## config.mk

```make
export PLATFORM = sky130hd
export DESIGN_NAME = cop0_ctrl
export DESIGN_NICKNAME = d
export VERILOG_FILES = /design/src/rtl/cop0_pkg.sv /design/src/rtl/cop0_gen_bank.sv /design/src/rtl/cop0_trap_arbiter.sv /design/src/rtl/cop0_sys_regs.sv /design/src/rtl/cop0_ctrl.sv
export SDC_FILE = /design/constraint.sdc
export NUM_CORES = 2
export LEC_CHECK = 0
export BUFFER_PORTS_ARGS = -buffer_cell sky130_fd_sc_hd__buf_4
export CAP_MARGIN = 20
export CORE_MARGIN = 2
export CORE_UTILIZATION = 25
export DETAILED_ROUTE_END_ITERATION = 12
export PLACE_DENSITY = 0.49
export REMOVE_ABC_BUFFERS = 1
export SLEW_MARGIN = 20
export SYNTH_ARGS = -nofsm -noshare
export SYNTH_HDL_FRONTEND = slang
export SYNTH_SLANG_ARGS = --single-unit
export TNS_END_PERCENT = 20
```

## constraint.sdc

```tcl
create_clock -name clk -period 3.67 [get_ports clk]
set_clock_uncertainty 0.15 [all_clocks]
set_input_delay 0.1835 -clock clk [delete_from_list [all_inputs] [get_ports clk]]
set_output_delay 0.1835 -clock clk [all_outputs]
set_load 0.005 [all_outputs]
```

## src/rtl/cop0_pkg.sv

```systemverilog
// Shared constants for the system control coprocessor.
// Assumes 32-bit registers; dedicated indices fixed by the instruction decoder.
package cop0_pkg;
    localparam int WORD_W      = 32;
    localparam int IDX_STATUS  = 12;
    localparam int IDX_CAUSE   = 13;
    localparam int IDX_EPC     = 14;
    localparam int BIT_BEV     = 22;
    localparam int BIT_IE      = 0;
    localparam logic [4:0]  CODE_SYSCALL = 5'd8;
    localparam logic [4:0]  CODE_BREAK   = 5'd9;
    localparam logic [4:0]  CODE_SOFTINT = 5'd0;
    localparam logic [31:0] VEC_RAM = 32'h8000_0080;
    localparam logic [31:0] VEC_ROM = 32'hBFC0_0180;

    // True for indices held by dedicated registers rather than the plain bank
    function automatic bit is_dedicated(input int idx);
        return (idx == IDX_STATUS) || (idx == IDX_CAUSE) || (idx == IDX_EPC);
    endfunction
endpackage

```

## src/rtl/cop0_gen_bank.sv

```systemverilog
// Plain storage for every register index that has no dedicated function.
// Assumes the caller gates writes; dedicated slots are not built and read 0.
module cop0_gen_bank #(
    parameter int IDX_W = 5,
    localparam int DEPTH = 1 << IDX_W
) (
    input  logic             clk,
    input  logic             rst_n,
    input  logic             wr_en,
    input  logic [IDX_W-1:0] idx,
    input  logic [31:0]      wdata,
    output logic [31:0]      rdata
);
    import cop0_pkg::*;

    logic [31:0] slot [DEPTH];

    for (genvar i = 0; i < DEPTH; i++) begin : g_slot
        if (is_dedicated(i)) begin : g_none
            assign slot[i] = '0;
        end else begin : g_word
            // Store one word when its index is written
            always_ff @(posedge clk) begin
                if (!rst_n)
                    slot[i] <= '0;
                else if (wr_en && (idx == IDX_W'(i)))
                    slot[i] <= wdata;
            end
        end
    end

    assign rdata = slot[idx];
endmodule

```

## src/rtl/cop0_trap_arbiter.sv

```systemverilog
// Picks the one command acting this cycle and decides whether an exception
// is entered, with its code and vector choice. Purely combinational.
// Assumes status/cause inputs are the registered values.
module cop0_trap_arbiter #(
    parameter int IDX_W = 5
) (
    input  logic             trap_req,
    input  logic             trap_is_break,
    input  logic             rfe,
    input  logic             wr_en,
    input  logic [IDX_W-1:0] wr_idx,
    input  logic [31:0]      wr_data,
    input  logic [31:0]      status_q,
    input  logic [1:0]       cause_sw_q,
    output logic             do_wr,
    output logic             do_rfe,
    output logic             take_exc,
    output logic [4:0]       exc_code,
    output logic             vec_rom
);
    import cop0_pkg::*;

    localparam logic [IDX_W-1:0] SEL_STATUS = IDX_W'(IDX_STATUS);
    localparam logic [IDX_W-1:0] SEL_CAUSE  = IDX_W'(IDX_CAUSE);

    logic        wr_status, wr_cause, soft_hit;
    logic [31:0] status_after;
    logic [1:0]  sw_after;

    // Priority: trap, then return, then register write
    always_comb begin
        do_rfe = rfe && !trap_req;
        do_wr  = wr_en && !trap_req && !rfe;
    end

    // Software interrupt check on the values the write leaves behind
    always_comb begin
        wr_status    = do_wr && (wr_idx == SEL_STATUS);
        wr_cause     = do_wr && (wr_idx == SEL_CAUSE);
        status_after = wr_status ? wr_data : status_q;
        sw_after     = wr_cause ? wr_data[9:8] : cause_sw_q;
        soft_hit     = (wr_status || wr_cause) &&
                       ((sw_after & status_after[9:8]) != 2'b00) &&
                       status_after[BIT_IE];
    end

    // Exception decision, code and vector selection
    always_comb begin
        take_exc = trap_req || soft_hit;
        if (trap_req)
            exc_code = trap_is_break ? CODE_BREAK : CODE_SYSCALL;
        else
            exc_code = CODE_SOFTINT;
        vec_rom = status_after[BIT_BEV];
    end
endmodule

```

## src/rtl/cop0_sys_regs.sv

```systemverilog
// Status, Cause and EPC registers with the enable/mode stack.
// Assumes at most one of write, return and exception is active unless the
// exception is a software interrupt raised by the write itself.
module cop0_sys_regs #(
    parameter int          IDX_W      = 5,
    parameter int          HW_IRQS    = 6,
    parameter logic [31:0] STATUS_RST = 32'h0040_0000
) (
    input  logic               clk,
    input  logic               rst_n,
    input  logic               do_wr,
    input  logic [IDX_W-1:0]   wr_idx,
    input  logic [31:0]        wr_data,
    input  logic               do_rfe,
    input  logic               take_exc,
    input  logic [4:0]         exc_code,
    input  logic [31:0]        instr_pc,
    input  logic               instr_in_delay,
    input  logic [HW_IRQS-1:0] hw_pend,
    output logic [31:0]        status_q,
    output logic [31:0]        cause_q,
    output logic [31:0]        epc_q
);
    import cop0_pkg::*;

    localparam logic [IDX_W-1:0] SEL_STATUS = IDX_W'(IDX_STATUS);
    localparam logic [IDX_W-1:0] SEL_CAUSE  = IDX_W'(IDX_CAUSE);
    localparam logic [IDX_W-1:0] SEL_EPC    = IDX_W'(IDX_EPC);

    logic [31:0] status_d, cause_d, epc_d;

    // Next Status: write or pop, then push on exception entry
    always_comb begin
        status_d = status_q;
        if (do_wr && (wr_idx == SEL_STATUS))
            status_d = wr_data;
        if (do_rfe)
            status_d = {status_q[31:4], status_q[5:2]};
        if (take_exc)
            status_d = {status_d[31:6], status_d[3:0], 2'b00};
    end

    // Next Cause: software bits, exception record, pending lines
    always_comb begin
        cause_d = cause_q;
        if (do_wr && (wr_idx == SEL_CAUSE))
            cause_d[9:8] = wr_data[9:8];
        if (take_exc) begin
            cause_d[6:2] = exc_code;
            cause_d[31]  = instr_in_delay;
        end
        cause_d[10 +: HW_IRQS] = hw_pend;
    end

    // Next EPC: plain write or return address on exception entry
    always_comb begin
        epc_d = epc_q;
        if (do_wr && (wr_idx == SEL_EPC))
            epc_d = wr_data;
        if (take_exc)
            epc_d = instr_in_delay ? (instr_pc - 32'd4) : instr_pc;
    end

    // Register update
    always_ff @(posedge clk) begin
        if (!rst_n) begin
            status_q <= STATUS_RST;
            cause_q  <= '0;
            epc_q    <= '0;
        end else begin
            status_q <= status_d;
            cause_q  <= cause_d;
            epc_q    <= epc_d;
        end
    end
endmodule

```

## src/rtl/cop0_ctrl.sv

```systemverilog
// Top of the system control coprocessor: register port, exception entry,
// return-from-exception and vector request.
// Assumes one trap/return/write command stream from the pipeline.
module cop0_ctrl #(
    parameter int          IDX_W      = 5,
    parameter int          HW_IRQS    = 6,
    parameter logic [31:0] STATUS_RST = 32'h0040_0000
) (
    input  logic               clk,
    input  logic               rst_n,
    input  logic [IDX_W-1:0]   reg_idx,
    input  logic               reg_wr_en,
    input  logic [31:0]        reg_wdata,
    output logic [31:0]        reg_rdata,
    input  logic               trap_req,
    input  logic               trap_is_break,
    input  logic [31:0]        instr_pc,
    input  logic               instr_in_delay,
    input  logic               rfe,
    input  logic [HW_IRQS-1:0] hw_pend,
    output logic               vec_valid,
    output logic [31:0]        vec_addr
);
    import cop0_pkg::*;

    logic        do_wr, do_rfe, take_exc, vec_rom;
    logic [4:0]  exc_code;
    logic [31:0] status_q, cause_q, epc_q, bank_rdata;

    cop0_trap_arbiter #(.IDX_W(IDX_W)) u_arb (
        .trap_req      (trap_req),
        .trap_is_break (trap_is_break),
        .rfe           (rfe),
        .wr_en         (reg_wr_en),
        .wr_idx        (reg_idx),
        .wr_data       (reg_wdata),
        .status_q      (status_q),
        .cause_sw_q    (cause_q[9:8]),
        .do_wr         (do_wr),
        .do_rfe        (do_rfe),
        .take_exc      (take_exc),
        .exc_code      (exc_code),
        .vec_rom       (vec_rom)
    );

    cop0_sys_regs #(
        .IDX_W      (IDX_W),
        .HW_IRQS    (HW_IRQS),
        .STATUS_RST (STATUS_RST)
    ) u_regs (
        .clk            (clk),
        .rst_n          (rst_n),
        .do_wr          (do_wr),
        .wr_idx         (reg_idx),
        .wr_data        (reg_wdata),
        .do_rfe         (do_rfe),
        .take_exc       (take_exc),
        .exc_code       (exc_code),
        .instr_pc       (instr_pc),
        .instr_in_delay (instr_in_delay),
        .hw_pend        (hw_pend),
        .status_q       (status_q),
        .cause_q        (cause_q),
        .epc_q          (epc_q)
    );

    cop0_gen_bank #(.IDX_W(IDX_W)) u_bank (
        .clk   (clk),
        .rst_n (rst_n),
        .wr_en (do_wr),
        .idx   (reg_idx),
        .wdata (reg_wdata),
        .rdata (bank_rdata)
    );

    // Read mux: dedicated registers first, plain bank otherwise
    always_comb begin
        if (reg_idx == IDX_W'(IDX_STATUS))
            reg_rdata = status_q;
        else if (reg_idx == IDX_W'(IDX_CAUSE))
            reg_rdata = cause_q;
        else if (reg_idx == IDX_W'(IDX_EPC))
            reg_rdata = epc_q;
        else
            reg_rdata = bank_rdata;
    end

    // Vector request pulse and held handler address
    always_ff @(posedge clk) begin
        if (!rst_n) begin
            vec_valid <= 1'b0;
            vec_addr  <= '0;
        end else begin
            vec_valid <= take_exc;
            if (take_exc)
                vec_addr <= vec_rom ? VEC_ROM : VEC_RAM;
        end
    end
endmodule

```

-- Yosys cells after proc, flatten, opt, wreduce, memory -nomap -nowiden
Index checks and enable logic that the tools add are counted.
- bitwise gates (word level): 3
- reduce and logical (&&, ||, !) cells: 47
- mux-type cells: 16
- eq/ne operators: 32
- $lt $le $gt $ge: 1
- add/subtract/negate cells: 1
- operator list (operator ; count):
    32-bit 2-to-1 mux ; 10
    32-bit binary-select mux with 5-bit select ; 1
    5-bit equality test (second input constant) ; 16
    5-bit by 4-bit equality test with 1-bit output (second input constant) ; 8
    1-bit logical AND ; 37
    32-bit by 3-bit subtractor with 32-bit output (second input constant) ; 1
    30-bit 2-to-1 mux ; 1
    5-bit by 3-bit equality test with 1-bit output (second input constant) ; 4
    5-bit by 2-bit equality test with 1-bit output (second input constant) ; 2
    6-bit greater-or-equal comparator (second input constant) ; 1
    6-bit 2-to-1 mux ; 1
    5-bit NOT with 6-bit output ; 1
    2-bit nonzero test ; 3
    5-bit by 1-bit equality test with 1-bit output (second input constant) ; 1
    5-bit logical NOT ; 1
    5-bit 2-to-1 mux ; 1
    2-bit AND ; 1
    1-bit logical NOT ; 2
    1-bit logical OR ; 2
    2-bit 2-to-1 mux ; 1
    2-bit by 1-bit inequality test with 1-bit output (second input constant) ; 1
    2-bit AND reduction ; 1
    2-bit OR reduction ; 1
    1-bit 2-to-1 mux ; 1
    1-bit NOT ; 1
- register bits: 1039
- bits of input ports: 82
- output and inout bits: 65

-- Depth between registers and ports, before layout
- word-level depth: 12
- gate-level depth with buffers: 9

-- Hierarchy
Synthesis repeated with hierarchy kept, for this count alone.
- cell total of the unflattened synthesis: 5516
- area, all modules: 47568.1 µm²
- by module, submodules not included (module ; times used ; seq. area each (µm²) ; area each (µm²) ; cells each):
    cop0_gen_bank ; 1 ; 18577.8 ; 41616.2 ; 4732
    cop0_sys_regs ; 1 ; 1561.5 ; 3910.0 ; 467
    cop0_ctrl ; 1 ; 60.1 ; 1884.3 ; 295
    cop0_trap_arbiter ; 1 ; 0.0 ; 157.7 ; 22

-- Worst setup path after synthesis
Ideal clock, no wire load.
- path kind: input to output
- start: in reg_idx[0]
- end: out reg_rdata[9]
- cell stages on the path: 8
- arrival time: 1.843 ns
- setup slack: 1.493 ns
- cells stage by stage: buf_4 buf_4 buf_2 mux4_2 mux2i_1 o22ai_1 a211oi_1 o31ai_1
- word-level cells in the longest chain between the ends: 7
- ends and longest elaborated chain (what ; line ; RTL):
    from (decl) ; cop0_ctrl.sv:11 ; input logic [IDX_W-1:0] reg_idx,
    5-bit NOT with 6-bit output (implied by the code) ; cop0_gen_bank.sv:32 ; assign rdata = slot[idx];
    32-bit binary-select mux with 5-bit select ; cop0_gen_bank.sv:32 ;
    32-bit 2-to-1 mux (implied by the code) (2 in series) ; cop0_gen_bank.sv:32 ;
    32-bit 2-to-1 mux ; cop0_ctrl.sv:82 ; else if (reg_idx == IDX_W'(IDX_EPC))
    32-bit 2-to-1 mux ; cop0_ctrl.sv:80 ; else if (reg_idx == IDX_W'(IDX_CAUSE))
    32-bit 2-to-1 mux * ; cop0_ctrl.sv:78 ; if (reg_idx == IDX_W'(IDX_STATUS))
    to (decl) ; cop0_ctrl.sv:14 ; output logic [31:0] reg_rdata,
Mark *: on every way between the ends. The rest lies on a longest branch, timed or not. The select of a mux whose other input is x is not followed.

-- Worst setup path in the final report
- start: in instr_pc[13]
- end: reg u_regs.epc_q[27]
- word-level cells in the longest chain between the ends: 3
- ends and longest elaborated chain (what ; line ; RTL):
    from (decl) ; cop0_ctrl.sv:17 ; input logic [31:0] instr_pc,
    32-bit by 3-bit subtractor with 32-bit output ; cop0_sys_regs.sv:61 ; epc_d = instr_in_delay ? (instr_pc - 32'd4) : instr_pc;
    32-bit 2-to-1 mux ; cop0_sys_regs.sv:61 ;
    32-bit 2-to-1 mux ; cop0_sys_regs.sv:60 ; if (take_exc)
    to (signal assigned) ; cop0_sys_regs.sv:73 ; epc_q <= epc_d;
    to (decl) ; cop0_sys_regs.sv:22 ; output logic [31:0] epc_q
Every way passes these cells.
A chain may end at the register's enable or synchronous reset.

==> run metrics <==
startpoint types=primary input; CP max-delay cell=dlygate4sd3_1; Syn Std Cell Area=44300 um^2; Non-Filler Instances=7877; largest net degree at the start of global routing=124; CTS tree=done; Buf/Inv on CP=5; cell taking the most area after synthesis=dfxtp_1; post-route ant nets=0; Tcrit/Tclk final=95.1%; placed wire-length estimate=110000 um; number of synthesized flops with an enable pin=0; most frequent cell after synthesis=nand2_1; P per Cell Area=459 nW/um^2; Crit. End Element=flop; initial core utilization=25.1%; normalized max-slew margin=19.2%; Critical Path RT=4.13 ns; crit-path cells=dlygate4sd3_1 -> buf_4 -> nor4_1 -> nand4_4 -> o31ai_1 -> dlygate4sd3_1 -> o311a_2 -> dlygate4sd3_1 -> a211oi_1 -> dlygate4sd3_1; Final Net Count=5524; placed cell count=7552; Hold WS=0.148 ns; Slew @ Worst Pin=1.20 ns; Clk Latency, worst-skew pair=0.74 ns; Root Buffer=clkbuf_16; VDD IR max=0.000334 V; clock buffer depth=3; number of synthesized register bits=1006; ys flop type=dfxtp_1; first-pass GRT wire length=263000 um; core region area=176000 um^2; P&R area growth vs syn=19.4%; Rows=154; Via density=5.02; Die H=425 um; post-route minimum period=3.49 ns; PortBufs=125; initial antenna violation count=9; outcome=completed; Yosys Warn Count=0; number of global-route vias before repair=38200; DR iter-0 viols=3900; Yosys top cell area share=45.5%; layout cell share with drive strength beyond 1=14.1%; Pwr Total=24300 uW; max incr delay on CP=0.60 ns; Synth top cells by count=nand2_1 (2031), dfxtp_1 (1006), a21oi_1 (995), clkbuf_1 (337), mux4_2 (188); Final Setup Violations=0; WL per Instance=23.0 um; worst slack, placed=0.419 ns; post-route setup slack=0.181 ns; fin area=52900 um^2; Largest delay share family, worst path=buffers and inverters; final hold violations=0; Async SR Flop Fraction=0%; Seq/Total Area, Yosys=45.5%; worst path arrival time=3.95 ns; Leak Pwr=0.0173 uW; fmax=287 MHz; die area=180000 um^2; syn_area_per_cell=8.15 um^2; main area contributors after synthesis=dfxtp_1 (45%), nand2_1 (17%), a21oi_1 (11%); clk slew on worst S/H paths=0.06 ns; io pins=147; synthesized instance count=5430; RSZ-0062 raised after global routing=false; vias=39500; postcts setup bufs=0; drt first pass iters=6; Total Routing Usage GR=19.5%; count of unique library cells instantiated by Yosys=73; clk sinks=1006; routed wire length=181000 um; DP Area=47900 um^2; DR DRC count=0; H-tree Lvls=3; worst min path class=in -> reg; CP Max Fanout=10; Final Max Tran Viols=0; die width=425 um; TritonCTS Buffers=108; global placer's final weighted congestion=0.886; CP dominant cell by count=dlygate4sd3_1; Max Cap Violations=0; grt total ovfl=0; CP Class=in -> reg
## worst register-to-register path: cells and delay by family, from the launching register on
family	cells	cell delay, ns
multiplexers	1	0.27
buffers and inverters	2	1.17
flip-flops	1	0.34
AO/OA/AOI/OAI	3	1.23
AND/OR/NAND/NOR	1	0.08
## cell type report
type                            count  area (um^2)
Timing Repair Buffer              431         4060
Clock inverter                     45          546
Fill cell                       18600       123000
Clock buffer                      156         3190
Antenna cell                        5         12.5
Sequential cell                  1006        20100
Multi-Input combinational cell   3883        21900
Tap cell                         2340         2930
Inverter                           11         50.0
## final timing paths
kind                              startpoint                            end  slack, ns  cells after the start
max                             instr_pc[13]  u_regs.epc_q[27]$_SDFFE_PN0P_       0.18                     10
min                               reg_idx[2]  u_bank.slot[448]$_SDFFE_PN0P_       0.15                      5
max reg2reg  u_regs.status_q[8]$_SDFFE_PN0N_   u_regs.epc_q[0]$_SDFFE_PN0P_       0.36                      7
min reg2reg     u_bank.slot[38]$_SDFFE_PN0P_   u_bank.slot[38]$_SDFFE_PN0P_       0.30                      2
## cell families (layout without fill, tap and decap cells)
| family | Yosys count | after routing | synth area share, % |
|---|---|---|---|
| xor gates and xnor gates | 21 | 21 | 0.415 |
| buffers and inverters | 561 | 643 | 5.66 |
| other | 1 | 26 | 0.00847 |
| AOI/OAI and AO/OA | 1251 | 1251 | 15.3 |
| DFF | 1006 | 1006 | 45.5 |
| and+or+nand+nor | 2255 | 2255 | 20.1 |
| muxes | 334 | 334 | 13.0 |
| adders and majority gates | 1 | 1 | 0.0283 |
## per-layer routing
metal	track usage (%)	routed length, um	vias up
li1	-	-	18300
met1	24.9	75600	19500
met2	32.1	85200	1386
met3	2.50	10700	360
met4	10.1	9740	4
met5	0	30	-
## placed cells by master, fill, tap and decap left out, types with 7 or more instances in the layout
cell	count
a211o_1	12
a211oi_1	42
a21oi_1	995
a221oi_1	18
a22oi_1	21
and2_1	10
and3_1	7
buf_12	41
buf_4	270
bufinv_16	11
clkbuf_1	17
clkbuf_16	108
clkbuf_8	31
clkinv_2	24
conb_1	21
dfxtp_1	1006
dlygate4sd3_1	118
inv_1	9
mux2_2	40
mux2i_1	106
mux4_2	188
nand2_1	2031
nand3_1	9
nand4_1	19
nor2_1	46
nor2_4	23
nor2b_1	23
nor3_1	30
o21ai_0	66
o221ai_1	12
o22a_1	10
o22ai_1	36
xnor2_1	14
xor2_1	7
## sequential cells by signal (all words and copies together) (netlist names)
signal / flops
u_regs.epc_q: 32
u_regs.cause_q: 11
vec_valid: 1
vec_addr: 2
u_bank.slot: 928
u_regs.status_q: 32
## through the flow
stage | utilization, % | setup TNS (ns)
after global routing | 30.0 | 0
after detailed placement | 27.2 | 0
after CTS | 30.0 | 0
after floorplan | - | -4318.22
final | 30.0 | 0
after global placement | 27.2 | 0
## what timing repair did
item / CTS / global route
hold endpoints to repair: 1003 / 0
setup endpoints to repair: 0 / 2
hold buffers: 118 / 0
resized for setup: 0 / 2
## where the power goes
part,leakage [uW],switching (uW),total [uW],internal (uW)
logic,0.00729,1110,1640,528
registers,0.00811,44.2,11000,11000
clock network,0.00186,4800,11600,6800
total,0.0173,5960,24300,18300
(Power assumes the default switching activity.)
